`src/rtl/pp_split_pkg.sv`:
```
package pp_split_pkg;
  localparam int ADDR_W = 24;

  localparam logic [7:0] OP_PROG   = 8'h02;
  localparam logic [7:0] OP_WREN   = 8'h06;
  localparam logic [7:0] OP_STATUS = 8'h05;
  localparam logic [7:0] OP_FILL   = 8'h00;
  localparam logic [7:0] BUSY_MASK = 8'h01;

  typedef enum logic [3:0] {
    S_IDLE,
    S_POLL_OP,
    S_POLL_RD,
    S_POLL_GAP,
    S_WREN,
    S_WREN_GAP,
    S_PP_OP,
    S_PP_A2,
    S_PP_A1,
    S_PP_A0,
    S_PP_DAT,
    S_PP_GAP,
    S_DONE
  } seq_state_e;
endpackage

```
`src/rtl/pp_req_check.sv`:
```
module pp_req_check
  import pp_split_pkg::*;
#(
  parameter int          LEN_W     = 16,
  parameter int unsigned DEV_BYTES = 32'd16777216
) (
  input  logic [ADDR_W-1:0] addr,
  input  logic [LEN_W-1:0]  len,
  output logic              is_empty,
  output logic              out_of_range
);
  logic [32:0] end_pos;

  always_comb begin
    end_pos      = 33'(addr) + 33'(len);
    is_empty     = (len == '0);
    out_of_range = end_pos > 33'(DEV_BYTES);
  end
endmodule

```
`src/rtl/pp_chunk_calc.sv`:
```
module pp_chunk_calc #(
  parameter int PAGE_BYTES = 256,
  parameter int LEN_W      = 16,
  localparam int PAGE_W    = $clog2(PAGE_BYTES),
  localparam int CHUNK_W   = PAGE_W + 1
) (
  input  logic [PAGE_W-1:0]  page_off,
  input  logic [LEN_W-1:0]   remain,
  output logic [CHUNK_W-1:0] chunk_len
);
  logic [CHUNK_W-1:0] room;

  // Bytes left before the next page boundary; a full page when aligned.
  always_comb begin
    room      = CHUNK_W'(PAGE_BYTES) - {1'b0, page_off};
    chunk_len = (remain <= LEN_W'(room)) ? remain[CHUNK_W-1:0] : room;
  end
endmodule

```
`src/rtl/pp_poll_limit.sv`:
```
module pp_poll_limit #(
  parameter int POLL_MAX = 100000,
  localparam int CNT_W   = $clog2(POLL_MAX + 1)
) (
  input  logic clk,
  input  logic rst_n,
  input  logic clr,
  input  logic inc,
  output logic last
);
  logic [CNT_W-1:0] cnt;

  always_ff @(posedge clk or negedge rst_n) begin
    if (!rst_n)   cnt <= '0;
    else if (clr) cnt <= '0;
    else if (inc) cnt <= cnt + CNT_W'(1);
  end

  assign last = (cnt == CNT_W'(POLL_MAX - 1));
endmodule

```
`src/rtl/pp_split_seq.sv`:
```
module pp_split_seq
  import pp_split_pkg::*;
#(
  parameter int LEN_W   = 16,
  parameter int CHUNK_W = 9
) (
  input  logic               clk,
  input  logic               rst_n,
  input  logic               req_valid,
  output logic               req_ready,
  input  logic [ADDR_W-1:0]  req_addr,
  input  logic [LEN_W-1:0]   req_len,
  input  logic               req_empty,
  input  logic               req_oor,
  input  logic               in_valid,
  output logic               in_ready,
  input  logic [7:0]         in_data,
  output logic               spi_cs_n,
  output logic               spi_tx_valid,
  input  logic               spi_tx_ready,
  output logic [7:0]         spi_tx_data,
  input  logic [7:0]         spi_rx_data,
  output logic [ADDR_W-1:0]  cur_addr,
  output logic [LEN_W-1:0]   remain,
  input  logic [CHUNK_W-1:0] chunk_len,
  output logic               poll_clr,
  output logic               poll_inc,
  input  logic               poll_last,
  output logic               done,
  output logic               err,
  output logic [LEN_W-1:0]   wr_count
);
  seq_state_e         state;
  logic [CHUNK_W-1:0] chunk_left;
  logic               dev_busy;
  logic               err_q;
  logic               xfer;

  always_comb begin
    spi_cs_n     = 1'b0;
    spi_tx_valid = 1'b1;
    spi_tx_data  = OP_FILL;
    case (state)
      S_POLL_OP: spi_tx_data = OP_STATUS;
      S_POLL_RD: spi_tx_data = OP_FILL;
      S_WREN:    spi_tx_data = OP_WREN;
      S_PP_OP:   spi_tx_data = OP_PROG;
      S_PP_A2:   spi_tx_data = cur_addr[23:16];
      S_PP_A1:   spi_tx_data = cur_addr[15:8];
      S_PP_A0:   spi_tx_data = cur_addr[7:0];
      S_PP_DAT: begin
        spi_tx_data  = in_data;
        spi_tx_valid = in_valid;
      end
      default: begin
        spi_cs_n     = 1'b1;
        spi_tx_valid = 1'b0;
      end
    endcase
  end

  assign xfer      = spi_tx_valid && spi_tx_ready;
  assign in_ready  = (state == S_PP_DAT) && spi_tx_ready;
  assign req_ready = (state == S_IDLE);
  assign done      = (state == S_DONE);
  assign err       = err_q;
  assign poll_clr  = (state == S_IDLE) || (state == S_PP_GAP);
  assign poll_inc  = (state == S_POLL_GAP) && dev_busy && !poll_last;

  always_ff @(posedge clk or negedge rst_n) begin
    if (!rst_n) begin
      state      <= S_IDLE;
      cur_addr   <= '0;
      remain     <= '0;
      chunk_left <= '0;
      wr_count   <= '0;
      dev_busy   <= 1'b0;
      err_q      <= 1'b0;
    end else begin
      case (state)
        S_IDLE: if (req_valid) begin
          wr_count <= '0;
          err_q    <= req_oor && !req_empty;
          cur_addr <= req_addr;
          remain   <= req_len;
          state    <= (req_empty || req_oor) ? S_DONE : S_POLL_OP;
        end
        S_POLL_OP: if (xfer) state <= S_POLL_RD;
        S_POLL_RD: if (xfer) begin
          dev_busy <= |(spi_rx_data & BUSY_MASK);
          state    <= S_POLL_GAP;
        end
        S_POLL_GAP: begin
          if (!dev_busy) state <= S_WREN;
          else if (poll_last) begin
            err_q <= 1'b1;
            state <= S_DONE;
          end else state <= S_POLL_OP;
        end
        S_WREN: if (xfer) state <= S_WREN_GAP;
        S_WREN_GAP: begin
          chunk_left <= chunk_len;
          state      <= S_PP_OP;
        end
        S_PP_OP: if (xfer) state <= S_PP_A2;
        S_PP_A2: if (xfer) state <= S_PP_A1;
        S_PP_A1: if (xfer) state <= S_PP_A0;
        S_PP_A0: if (xfer) state <= S_PP_DAT;
        S_PP_DAT: if (xfer) begin
          cur_addr   <= cur_addr + ADDR_W'(1);
          remain     <= remain - LEN_W'(1);
          wr_count   <= wr_count + LEN_W'(1);
          chunk_left <= chunk_left - CHUNK_W'(1);
          if (chunk_left == CHUNK_W'(1)) state <= S_PP_GAP;
        end
        S_PP_GAP: state <= (remain == '0) ? S_DONE : S_POLL_OP;
        default:  state <= S_IDLE;
      endcase
    end
  end
endmodule

```
`src/rtl/pp_split_top.sv`:
```
module pp_split_top
  import pp_split_pkg::*;
#(
  parameter int          PAGE_BYTES = 256,
  parameter int          LEN_W      = 16,
  parameter int unsigned DEV_BYTES  = 32'd16777216,
  parameter int          POLL_MAX   = 100000,
  localparam int         PAGE_W     = $clog2(PAGE_BYTES),
  localparam int         CHUNK_W    = PAGE_W + 1
) (
  input  logic              clk,
  input  logic              rst_n,
  input  logic              req_valid,
  output logic              req_ready,
  input  logic [ADDR_W-1:0] req_addr,
  input  logic [LEN_W-1:0]  req_len,
  input  logic              in_valid,
  output logic              in_ready,
  input  logic [7:0]        in_data,
  output logic              spi_cs_n,
  output logic              spi_tx_valid,
  input  logic              spi_tx_ready,
  output logic [7:0]        spi_tx_data,
  input  logic [7:0]        spi_rx_data,
  output logic              done,
  output logic              err,
  output logic [LEN_W-1:0]  wr_count
);
  logic               req_empty, req_oor;
  logic [ADDR_W-1:0]  cur_addr;
  logic [LEN_W-1:0]   remain;
  logic [CHUNK_W-1:0] chunk_len;
  logic               poll_clr, poll_inc, poll_last;

  pp_req_check #(.LEN_W(LEN_W), .DEV_BYTES(DEV_BYTES)) u_check (
    .addr(req_addr), .len(req_len), .is_empty(req_empty), .out_of_range(req_oor)
  );

  pp_chunk_calc #(.PAGE_BYTES(PAGE_BYTES), .LEN_W(LEN_W)) u_chunk (
    .page_off(cur_addr[PAGE_W-1:0]), .remain(remain), .chunk_len(chunk_len)
  );

  pp_poll_limit #(.POLL_MAX(POLL_MAX)) u_poll (
    .clk(clk), .rst_n(rst_n), .clr(poll_clr), .inc(poll_inc), .last(poll_last)
  );

  pp_split_seq #(.LEN_W(LEN_W), .CHUNK_W(CHUNK_W)) u_seq (
    .clk(clk), .rst_n(rst_n),
    .req_valid(req_valid), .req_ready(req_ready), .req_addr(req_addr), .req_len(req_len),
    .req_empty(req_empty), .req_oor(req_oor),
    .in_valid(in_valid), .in_ready(in_ready), .in_data(in_data),
    .spi_cs_n(spi_cs_n), .spi_tx_valid(spi_tx_valid), .spi_tx_ready(spi_tx_ready),
    .spi_tx_data(spi_tx_data), .spi_rx_data(spi_rx_data),
    .cur_addr(cur_addr), .remain(remain), .chunk_len(chunk_len),
    .poll_clr(poll_clr), .poll_inc(poll_inc), .poll_last(poll_last),
    .done(done), .err(err), .wr_count(wr_count)
  );
endmodule

```
`config.mk`:
```
export PLATFORM = sky130hd
export DESIGN_NAME = pp_split_top
export DESIGN_NICKNAME = d
export VERILOG_FILES = /design/src/rtl/pp_split_pkg.sv /design/src/rtl/pp_req_check.sv /design/src/rtl/pp_chunk_calc.sv /design/src/rtl/pp_poll_limit.sv /design/src/rtl/pp_split_seq.sv /design/src/rtl/pp_split_top.sv
export SDC_FILE = /design/constraint.sdc
export NUM_CORES = 1
export LEC_CHECK = 0
export ABC_AREA = 1
export BUFFER_PORTS_ARGS = -buffer_cell sky130_fd_sc_hd__clkbuf_2
export CAP_MARGIN = 0
export CORE_UTILIZATION = 35
export DETAILED_ROUTE_END_ITERATION = 7
export PLACE_DENSITY_LB_ADDON = 0.12
export SLEW_MARGIN = 25
export SYNTH_ARGS = -nofsm -noshare
export SYNTH_HDL_FRONTEND = slang
export SYNTH_SLANG_ARGS = --single-unit
```
`constraint.sdc`:
```
create_clock -name clk -period 3.87 [get_ports clk]
set_input_delay 0.387 -clock clk [delete_from_list [all_inputs] [get_ports clk]]
set_output_delay 0.387 -clock clk [all_outputs]
set_load 0.02 [all_outputs]
```
# == Word-level counts from Yosys, hierarchy flattened ==
# Index checks and enable logic that the tools add are counted.
# W data, S select, Z words.
# totals
register_bits,88
out_inout_bits,30
wordCells,102
# op_classes
n_addsub,7
order_cmp,2
eq_ne,26
muxes,36
reduce_logical,23
# op_table
op,count
$mux W16,4
$pmux W16 S2,2
$mux W4,14
$pmux W8 S7,1
$mux W24,2
$pmux W24 S2,1
$pmux W4 S12,1
$mux W17,2
$gt A33 B25 Y1 const B,1
$logic_not A16 Y1,2
$add A24 B16 Y25,1
$add A24 B1 Y24 const B,1
$eq A4 B4 Y1 const B,5
$ne A2 B1 Y1 const B,10
$mux W9,2
$pmux W9 S2,1
$add A17 B1 Y17 const B,1
$eq A17 B17 Y1 const B,1
$add A16 B1 Y16 const B,1
$eq A4 B3 Y1 const B,4
$le A16 B9 Y1,1
$sub A16 B1 Y16 const B,1
$reduce_and A10 Y1,1
$eq A9 B1 Y1 const B,1
17 further kinds,33

# == Logic depth before layout (Yosys ltp) ==
# Gate-level depths: netlist of the first run.
# depth
depth_word,6
depth_mapped,22
ltp_nobuf,22

# == Hierarchy ==
# From an unflattened synthesis of the first run, not the netlist that was laid out.
# hier_totals
cells_unflattened,1422
area_unflattened_um2,8535.7
# modules_own_cells
mod,n_inst,cells_per_inst,area_per_inst_um2
pp_split_seq,1,844,5258.8
pp_req_check,1,342,1647.8
pp_poll_limit,1,133,1017.2
pp_chunk_calc,1,103,611.8

# == Worst setup path before layout of the first run ==
# No wires, ideal clock.
# synth_path
path_kind,reg2reg
start,register u_seq.cur_addr[2]
end,register u_seq.chunk_left[1]
setup_time_ps,133
arrival_ps,2473
path_slack_ps,1264
stages_incl_launch_ff,18
synth_period_minus_slack_ps,2606
cell_sequence,dfrtp_1 > buf_4 > nor3_1 > nand2_1 > nor2_1 > nand3_1 > xor2_1 > ha_1 > nand4_1 > o221ai_1 > nand2_1 > nand3_1 > nand2_1 > inv_1 > buf_2 > nand2_1 > a21oi_1 > o22ai_1
# synth_via
elab_chain_cells,4
# synth_lines
element,line_no,text
"start, declared",pp_split_seq.sv:23,"output logic [ADDR_W-1:0] cur_addr,"
"start signal, assigned",pp_split_seq.sv:84,cur_addr <= req_addr;
"start signal, assigned",pp_split_seq.sv:110,cur_addr <= cur_addr + ADDR_W'(1);
$sub A9 B8 Y9,pp_chunk_calc.sv:15,"room = CHUNK_W'(PAGE_BYTES) - {1'b0, page_off};"
$le A16 B9 Y1,pp_chunk_calc.sv:16,chunk_len = (remain <= LEN_W'(room)) ? remain[CHUNK_W-1:0] : room;
$mux W9,pp_chunk_calc.sv:16,
$pmux W9 S2,pp_split_seq.sv:80,case (state)
"end signal, assigned",pp_split_seq.sv:102,chunk_left <= chunk_len;
"end signal, assigned",pp_split_seq.sv:113,chunk_left <= chunk_left - CHUNK_W'(1);
"end, declared",pp_split_seq.sv:34,logic [CHUNK_W-1:0] chunk_left;
# No other way between the ends.
# A chain may end at the register's enable or synchronous reset.

# == Final worst setup path of the first run ==
# layout_path
start,register u_seq.cur_addr[0]
end,register u_seq.chunk_left[4]
# layout_via
elab_chain_cells,4
# layout_lines
element,line_no
$sub A9 B8 Y9 *,pp_chunk_calc.sv:15
$le A16 B9 Y1,pp_chunk_calc.sv:16
$mux W9 *,pp_chunk_calc.sv:16
$pmux W9 S2 *,pp_split_seq.sv:80
# Every way passes the cells marked *; elsewhere a longest branch is shown, timed or not.

==> results.toml, run 1 <==
[run_status]
status = "finished, final reports clean"

[yosys]
ys_ff_latch = 88
synth_area_um2 = 7690
synthTopCellsByCount = "nand2_1, inv_1, nor2_1, dfrtp_1, nand3_1"
synth_ff_type = "dfrtp_1"
synth_xor_area_share_pct = 3.19
ys_types = 53
synth-simple-area-share_pct = 36.1
synth_cells = 1205
synth_most_common_cell = "nand2_1"
syn-num-nets = 1299
yosysTopAreaCellShare_pct = 28.6
synth_compound_area_share_pct = 15.4
yosysTopAreaCell = "dfrtp_1"
synth_top_family_by_area = "simple AND/OR/NAND/NOR gates"
synthMuxAreaShare_pct = 0
seq_area_frac_synth_pct = 28.6
synth.avg_cell_area_um2 = 6.38
synthAdderAreaFrac_pct = 5.47
async_flop_share_pct = 100
synthTopCellsByArea = "dfrtp_1, nand2_1, inv_1"
ys_warn_count = 0
synth-edff-count = 0

[critical_path]
rr_startpoint = "u_seq.cur_addr[0]"
worstPathRequired_ns = 4.08
worstPathArrival_ns = 3.26
startpoint_type = "register"
endpoint_kind = "register"
r2r-end = "u_seq.chunk_left[4]"
worstSetupPathType = "register to register"
cp_max_fo = 11
reg2reg_slack_ns = 0.82
r2r_cells = 15

[global_route]
grt_remaining_overflow = 0
grt_pass1_vias = 7376
antenna_found_initial = 0
grt_pass1_wl_mm = 38.2
grtUsageTotal_pct = 21.8
grt_start_max_net_pins = 55

[clock_network]
cts_resized = 0
postCtsHoldBufs = 0
insertion_delay_ns = 0.36
cts.path.max_buffers = 2
numCtsBuffers = 9
tritoncts_num_sinks = 88
clk_pin_slew_ns = 0.07
cts_setup_buffers = 0
cts_tree = "built"
cts-root-buf = "clkbuf_16"
cts_max_level = 3

[timing]
slew_headroom_pct = 48.2
rsz0062_at_grt = "false"
timing.fmax_ghz = 0.328
finalHoldViolCount = 0
setup_tns_ns = 0
min_period_over_period_pct = 78.7
fin_worst_skew_ns = 0.0148
post-route-min-period_ns = 3.05
setup_ws_ns = 0.823
slew_viol_final = 0
worst_pin_slew_ns = 0.770
setup_viol = 0

[place]
dp_hpwl_mm = 18.8
detailedPlace.worstSlack_ns = 0.861
gp_congestion = 0.906
io_buffers = 83
place_area_um2 = 8360

[layout]
num_antenna_cells = 0
nets = 1372
seq_area_um2 = 2200
multi_input_comb_area_um2 = 4630
syn_to_final_growth_pct = 12.8
fin_area_um2 = 8670
drive_gt1_share_pct = 11.5
fillers = 2283

[routing]
num_vias = 7869
antenna_left = 0
first_iter_violations = 435
wl_mm = 23.5
avgViaCountPerCell = 5.05
drc = 0
first_pass_iters = 4
wl_per_cell_um = 15.1

[power_and_ir_drop]
power_frac_seq_pct = 32.6
p_leak_nw = 4.35
p_switching_mw = 2.35
max-vdd-ir-drop_mv = 0.272
comb_power_share_pct = 48.3
p_sw_share_pct = 48.1
internal_power_mw = 2.53
p_clk_share_pct = 19.1
cellPowerDensity_nw_per_um2 = 564

[floorplan]
core_area_um2 = 21300
io_pins = 91
die_area_um2 = 22600
initial_core_util_pct = 36.1
die_width_um = 150
die_h_um = 150
num_rows = 53

[flow_run]
cap_violations = 0

[hold_path]
hold_class = "primary input to async pin"
per-layer routing:
| metal | wire, µm | global-route usage, % | vias to the layer above |
|---|---|---|---|
| met2 | 10800 | 35.6 | 136 |
| met4 | 391 | 6.77 | 0 |
| met5 | 0 | 0 | - |
| met1 | 11600 | 30.3 | 3620 |
| met3 | 817 | 1.82 | 25 |
| li1 | - | - | 4088 |
power groups by stage:
stage	clock network (mW)	registers [mW]	logic, mW
global placement	0	1.60	2.35
global route	0.996	1.65	2.70
finish	0.933	1.59	2.36
CTS	0.958	1.59	2.38
floorplan	0	1.46	1.87
detailed placement	0	1.61	2.37
flip-flops by register name, indices dropped and copies added, names as in the netlist:
register / cells
u_seq.dev_busy: 1
u_seq.remain: 16
u_seq.wr_count: 16
u_seq.chunk_left: 9
u_seq.err: 1
u_seq.state: 4
u_poll.cnt: 17
u_seq.cur_addr: 24
worst max path at each step:
stage	from	endpoint	slack, ns	depth (start not counted)
floorplan	u_seq.cur_addr[2]	u_seq.chunk_left[1]	1.26	17
global placement	req_addr[0]	u_seq.state[2]	0.87	20
detailed placement	u_seq.cur_addr[0]	u_seq.chunk_left[1]	0.86	15
CTS	u_seq.cur_addr[0]	u_seq.chunk_left[4]	0.84	15
global route	u_seq.cur_addr[0]	u_seq.chunk_left[1]	0.55	15
finish	u_seq.cur_addr[0]	u_seq.chunk_left[4]	0.82	15
layout make-up:
cell class                      instances  share of cell area (%)
Multi-Input combinational cell        901                    53.3
Sequential cell                        88                    25.4
Inverter                              188                    8.15
Timing Repair Buffer                   90                    5.57
Tap cell                              275                    3.97
Clock buffer                            9                    2.60
Clock inverter                          7                   0.967
stage by stage:
stage / power (mW) / hold WS, ns / cells / utilization [%]
floorplan: 3.34 / 0.0914 / 1205 / -
global placement: 3.95 / 0.433 / 1542 / 39.3
detailed placement: 3.97 / 0.429 / 1542 / 39.3
CTS: 4.93 / 0.0476 / 1558 / 40.7
global route: 5.35 / 0.0731 / 1558 / 40.7
finish: 4.89 / 0.0224 / 1558 / 40.7
layout by cell type, fill, tap and decap left out, types with 4 or more instances in the layout:
cell type,n
nor3b_1,5
o22ai_1,4
nand2_1,332
nand3_1,71
o31ai_1,5
nor2_1,135
clkbuf_16,9
nor3_1,29
ha_1,32
a21oi_1,63
a22oi_1,4
nor2_2,9
or2_2,4
nor4_1,11
nand4_1,23
a31oi_1,19
o21ai_0,69
xor2_1,25
o221ai_1,4
inv_2,7
inv_6,4
inv_1,180
dfrtp_1,88
nand2_2,4
nand3_2,4
o21ai_1,4
clkbuf_2,82
o2111ai_1,5
buf_4,7
o211ai_1,6
a221oi_1,5
cell families after synthesis:
group,after synthesis
buf+inv,216
xor+xnor,28
fa+ha+maj,33
flops,88
simple gates,638
compound gates,202
critical path: stages (launching register included):
cell	delay (ns)
dfrtp_1	0.50
nor3_1	0.32
nand2_1	0.08
nor2_1	0.15
nand3_1	0.11
xor2_1	0.17
ha_1	0.32
nand4_1	0.12
o221ai_1	0.18
nand2_1	0.07
nand3_1	0.06
nand2_1	0.17
inv_1	0.30
nor2_1	0.09
o21ai_0	0.15
o21ai_0	0.10
Note: power is estimated with default switching activity, not from simulation.
==> inputs of run 2 (changes only) <==
--- a/config.mk
+++ b/config.mk
@@ -5,7 +5,7 @@
 export SDC_FILE = /design/constraint.sdc
 export NUM_CORES = 1
 export LEC_CHECK = 0
-export ABC_AREA = 1
+export ABC_AREA = 0
 export BUFFER_PORTS_ARGS = -buffer_cell sky130_fd_sc_hd__clkbuf_2
 export CAP_MARGIN = 0
 export CORE_UTILIZATION = 35
==> constraint.sdc (replaced) <==
create_clock -name clk -period 2.9 [get_ports clk]
set_input_delay 0.29 -clock clk [delete_from_list [all_inputs] [get_ports clk]]
set_output_delay 0.29 -clock clk [all_outputs]
set_load 0.02 [all_outputs]
==> results.toml, run 2 <==
[run_status]
status = "finished, final reports clean"

[yosys]
synthMuxAreaShare_pct = 3.06
synth_cells = 901
synth-simple-area-share_pct = 26.9
ys_warn_count = 0
synth_area_um2 = 7110
ys_ff_latch = 88
async_flop_share_pct = 100
synth_ff_type = "dfrtp_1"
synth_compound_area_share_pct = 24.0
syn-num-nets = 995
yosysTopAreaCellShare_pct = 31.0
synth_xor_area_share_pct = 4.19
yosysTopAreaCell = "dfrtp_1"
synthAdderAreaFrac_pct = 5.91
seq_area_frac_synth_pct = 31.0
synthTopCellsByArea = "dfrtp_1, ha_1, nor2_1"
synth_most_common_cell = "nor2_1"
synthTopCellsByCount = "nor2_1, nand2_1, dfrtp_1, a21oi_1, o21ai_0"
ys_types = 78
synth-edff-count = 0
synth.avg_cell_area_um2 = 7.89
synth_top_family_by_area = "simple AND/OR/NAND/NOR gates"

[global_route]
met2_usage_pct = 38.9
grt_start_max_net_pins = 48
use_met3_pct = 2.68
met1_usage_pct = 35.0
grt_remaining_overflow = 0
grt_pass1_vias = 7212
antenna_found_initial = 0
grtUsageTotal_pct = 24.5
top_usage_layer = "met2"
grt_pass1_wl_mm = 39.1

[clock_network]
cts-root-buf = "clkbuf_16"
tritoncts_num_sinks = 88
clk_pin_slew_ns = 0.07
cts_tree = "built"
cts.path.max_buffers = 2
cts_max_level = 3
insertion_delay_ns = 0.36
numCtsBuffers = 9

[timing]
post-route-min-period_ns = 2.80
hold_ws_ns = 0.167
timing.fmax_ghz = 0.357
slew_headroom_pct = 56.1
finalHoldViolCount = 0
slew_viol_final = 0
worst_pin_slew_ns = 0.657
fin_worst_skew_ns = 0.0111
min_period_over_period_pct = 96.5
setup_tns_ns = 0
rsz0062_at_grt = "true"
setup_viol = 0

[critical_path]
slowest_delay_ns = 0.42
endpoint_kind = "register"
cp_top_family = "compound AO/OA/AOI/OAI gates"
crit_path_top_delay_cell = "dfrtp_1"
worstSetupPathType = "register to register"
worstPathArrival_ns = 3.09
critical_path_buf_inv_count = 3
cp_max_fo = 6
worstPathRequired_ns = 3.19
startpoint_type = "register"
path_cells = "inv_2 -> ha_4 -> inv_2 -> ha_4 -> nor2b_4 -> o21ai_2 -> nand2b_1 -> a2111oi_4 -> o31ai_2 -> a21oi_4 -> buf_6 -> mux2i_2 -> o221a_2"

[routing]
drc = 0
avgViaCountPerCell = 5.61
wl_per_cell_um = 18.2
first_iter_violations = 427
antenna_left = 0
wl_mm = 24.5
num_vias = 7565
first_pass_iters = 5

[floorplan]
num_rows = 51
core_area_um2 = 19700
io_pins = 91
die_area_um2 = 20900
die_h_um = 145
initial_core_util_pct = 36.2
die_width_um = 145

[flow_run]
cap_violations = 0

[power_and_ir_drop]
max-vdd-ir-drop_mv = 0.316
cellPowerDensity_nw_per_um2 = 789
p_leak_nw = 3.94

[place]
io_buffers = 83
gp_congestion = 0.892
dp_hpwl_mm = 19.1

[layout]
layout_commonest_cell = "buf_4"
syn_to_final_growth_pct = 27.7
num_antenna_cells = 0
final_cell_mix = "buf_4, nor2_1, nand2_1"
drive_gt1_share_pct = 25.8
top_regs = "u_seq.cur_addr x24, u_poll.cnt x17"
nets = 1172
regMostFlops = "u_seq.cur_addr"
largest_reg_flops = 24
final_util_pct = 46.2

[hold_path]
hold_class = "primary input to register"
## run 2: cell count changes after synthesis, moves of 10 or more
| cell | delta |
|---|---|
| nand3_1 | -29 |
| nand2_1 | -239 |
| nor2_1 | -33 |
| inv_1 | -151 |
| clkbuf_1 | +15 |
| or3_1 | +11 |
| a31oi_1 | -10 |
| and3_1 | +12 |
| mux2i_1 | +15 |
| xnor2_1 | +14 |
## run 2: logic make-up after synthesis
logic type | after synthesis
adder cells (fa/ha/maj) | 33
AO/OA/AOI/OAI | 259
buffers and inverters | 81
XOR/XNOR | 34
AND/OR/NAND/NOR | 385
flip-flops | 88
multiplexers | 21
## run 2: path summary, 6_finish.rpt
kind / from / cells after the start / to / slack [ns]
worst max-delay path: u_seq.cur_addr[0] / 13 / u_seq.chunk_left[4] / 0.10
worst min-delay path: spi_rx_data[0] / 2 / u_seq.dev_busy / 0.17
worst min register to register: u_seq.remain[14] / 2 / u_seq.remain[14] / 0.50
worst max register to register: u_seq.cur_addr[0] / 13 / u_seq.chunk_left[4] / 0.10
max in group asynchronous: rst_n / 3 / u_poll.cnt[13] / 1.74
min in group asynchronous: rst_n / 2 / u_seq.chunk_left[0] / 0.49
## run 2: layout make-up
class                      instances  area (µm²)
clock inverter                     6        52.6
timing repair buffer             218        1460
multi-input combinational        732        4690
inverter                          29         109
fill                            2043       10600
tap                              265         332
clock buffer                      10         229
sequential                        88        2200
## run 2: what timing repair did
item,4_1_cts,5_1_grt
endpoints found under the setup margin,3,13
buffers inserted,1,2
gates resized for setup,2,17
hold endpoints to repair,41,0
cloned,0,0
hold buffers,1,0
pin swaps,1,9
## run 2: power breakdown
part / internal, mW / total (mW) / switching, mW
Clock: 0.594 / 1.15 / 0.555
Sequential: 1.62 / 2.13 / 0.512
Combinational: 1.70 / 3.88 / 2.19
## run 2: per-layer routing
metal  routed length, µm  vias up
met4                 404        0
met5                   0        -
li1                    -     3703
met3                1300       32
met2               11100      215
met1               11700     3615
## run 2: stage by stage
step | total power [mW] | worst slack, ns | instance area, µm² | std cells
6_report | 7.16 | 0.103 | 9080 | 1348
2_1_floorplan | 4.46 | 0.0229 | 7150 | 901
5_1_grt | 7.70 | -0.0775 | 9080 | 1348
3_5_place_dp | 5.80 | -0.313 | 8660 | 1328
3_3_place_gp | 5.80 | -0.294 | 8660 | 1328
4_1_cts | 7.03 | 0.0271 | 8980 | 1346
==> inputs of run 3 (changes only) <==
--- a/config.mk
+++ b/config.mk
@@ -6,7 +6,7 @@
 export NUM_CORES = 1
 export LEC_CHECK = 0
 export ABC_AREA = 0
-export BUFFER_PORTS_ARGS = -buffer_cell sky130_fd_sc_hd__clkbuf_2
+export BUFFER_PORTS_ARGS = -buffer_cell sky130_fd_sc_hd__buf_4
 export CAP_MARGIN = 0
 export CORE_UTILIZATION = 35
 export DETAILED_ROUTE_END_ITERATION = 7
==> results.toml, run 3 (synthesis gave the netlist of run 2 again) <==
[run_status]
status = "complete, but fails checks"
violations = "negative setup slack"

[routing]
dr_wl_met3_mm = 1.38
first_iter_violations = 549
wl_met1_mm = 11.7
first_pass_iters = 6
drc = 0
wl_mm = 24.9
avgViaCountPerCell = 5.69
route.met2.wl_mm = 11.3
num_vias = 7633
top_layer = "met4"
wl_per_cell_um = 18.6
antenna_left = 0

[timing]
timing.fmax_ghz = 0.344
rsz0062_at_grt = "true"
slew_headroom_pct = 46.1
setup_ws_ns = -0.00832
finalHoldViolCount = 0
setup_tns_ns = -0.0271
fin_worst_skew_ns = 0.00911
worst_pin_slew_ns = 0.809
hold_ws_ns = 0.145
slew_viol_final = 0
min_period_over_period_pct = 100
setup_viol = 4
post-route-min-period_ns = 2.91

[critical_path]
crit_path_top_delay_cell = "dfrtp_1"
reg2reg_slack_ns = -0.008
cp_max_fo = 4
critical_path_buf_inv_count = 2
startpoint_type = "register"
worstPathRequired_ns = 3.18
rr_startpoint = "u_seq.cur_addr[0]"
worstSetupPathType = "register to register"
r2r_cells = 12
path_cells = "inv_2 -> ha_4 -> nand2_1 -> xnor2_2 -> ha_1 -> or3_1 -> o21ai_0 -> o31ai_4 -> a21oi_4 -> buf_6 -> mux2_2 -> o21ai_2"
slowest_delay_ns = 0.42
endpoint_kind = "register"
r2r-end = "u_seq.chunk_left[6]"
cp_top_family = "compound AO/OA/AOI/OAI gates"
worstPathArrival_ns = 3.18

[layout]
final_cell_mix = "buf_4, nor2_1, nand2_1"
final_util_pct = 47.3
regMostFlops = "u_seq.cur_addr"
layout_commonest_cell = "buf_4"
drive_gt1_share_pct = 25.7
fillers = 1998
fin_area_um2 = 9300
final_cells = 1341
largest_reg_flops = 24
top_regs = "u_seq.cur_addr x24, u_poll.cnt x17"
syn_to_final_growth_pct = 30.8
nets = 1165
num_antenna_cells = 0

[floorplan]
die_h_um = 145
die_area_um2 = 20900
num_rows = 51
initial_core_util_pct = 36.2
core_area_um2 = 19700
io_pins = 91
die_width_um = 145

[place]
dp_cells = 1317
io_buffers = 83
dp_hpwl_mm = 19.1
place_area_um2 = 8790
gp_congestion = 0.921

[clock_network]
cts.path.max_buffers = 2
insertion_delay_ns = 0.35
tritoncts_num_sinks = 88
numCtsBuffers = 9
cts_tree = "built"
cts_max_level = 3
clk_pin_slew_ns = 0.07
cts-root-buf = "clkbuf_16"

[power_and_ir_drop]
p_leak_nw = 3.99
internal_power_mw = 4.15
comb_power_share_pct = 55.0
p_clk_share_pct = 16.7
max-vdd-ir-drop_mv = 0.348
p_switching_mw = 3.35
cellPowerDensity_nw_per_um2 = 807
p_sw_share_pct = 44.7
power_frac_seq_pct = 28.2

[hold_path]
hold_depth = 3
hp-start = "req_addr[23]"
hold_class = "primary input to register"
holdPathEnd = "u_seq.cur_addr[23]"

[global_route]
grt_pass1_wl_mm = 38.8
grtUsageTotal_pct = 24.3
antenna_found_initial = 0
grt_pass1_vias = 7146
grt_remaining_overflow = 0
grt_start_max_net_pins = 48

[flow_run]
cap_violations = 0
==> run 3: per-layer routing <==
metal / vias to the layer above / GRT usage, %
li1: 3680 / -
met1: 3634 / 34.7
met2: 279 / 38.4
met3: 40 / 2.25
met4: 0 / 7.70
met5: - / 0
==> run 3: worst max path at each step <==
stage / start / cells past startpoint / endpoint / slack [ns]
global route: u_seq.cur_addr[3] / 14 / u_seq.chunk_left[8] / -0.13
detailed placement: req_addr[0] / 12 / u_seq.state[2] / -0.33
CTS: u_seq.cur_addr[0] / 12 / u_seq.chunk_left[3] / 0.004
finish: u_seq.cur_addr[0] / 12 / u_seq.chunk_left[6] / -0.008
floorplan: u_seq.cur_addr[0] / 13 / u_seq.chunk_left[3] / 0.02
global placement: req_addr[0] / 12 / u_seq.state[2] / -0.33
==> run 3: area by class of cell <==
class	count	area, µm²	area share (%)
Timing Repair Buffer	211	1620	17.5
Inverter	29	109	1.17
Clock buffer	9	225	2.42
Tap cell	265	332	3.57
Multi-Input combinational cell	732	4720	50.8
Clock inverter	7	85.1	0.915
Sequential cell	88	2200	23.7
==> run 3: power by group through the flow <==
stage	combinational, mW	sequential, mW	clock [mW]
2_1_floorplan	2.50	1.96	0
3_5_place_dp	3.80	2.12	0
3_3_place_gp	3.80	2.12	0
4_1_cts	3.83	2.10	1.28
5_1_grt	4.52	2.18	1.32
6_report	4.13	2.12	1.25
==> run 3: per-stage QoR <==
stage                     setup WS (ns)  power (mW)
after floorplan                  0.0229        4.46
final                          -0.00832        7.50
after detailed placement         -0.325        5.92
after CTS                       0.00438        7.21
after global placement           -0.328        5.92
after global routing             -0.134        8.02
==> run 3: repair_timing <==
action,CTS,global route
endpoints found under the setup margin,3,12
hold endpoints to repair,41,0
pin swaps,1,7
hold buffers,1,0
buffers inserted,0,7
resized for setup,2,29
==> run 3: worst min-delay path: cells and delay by family <==
kind	cells	cell delay (ns)
AND/OR/NAND/NOR	2	0.09
buffers and inverters	1	0.08
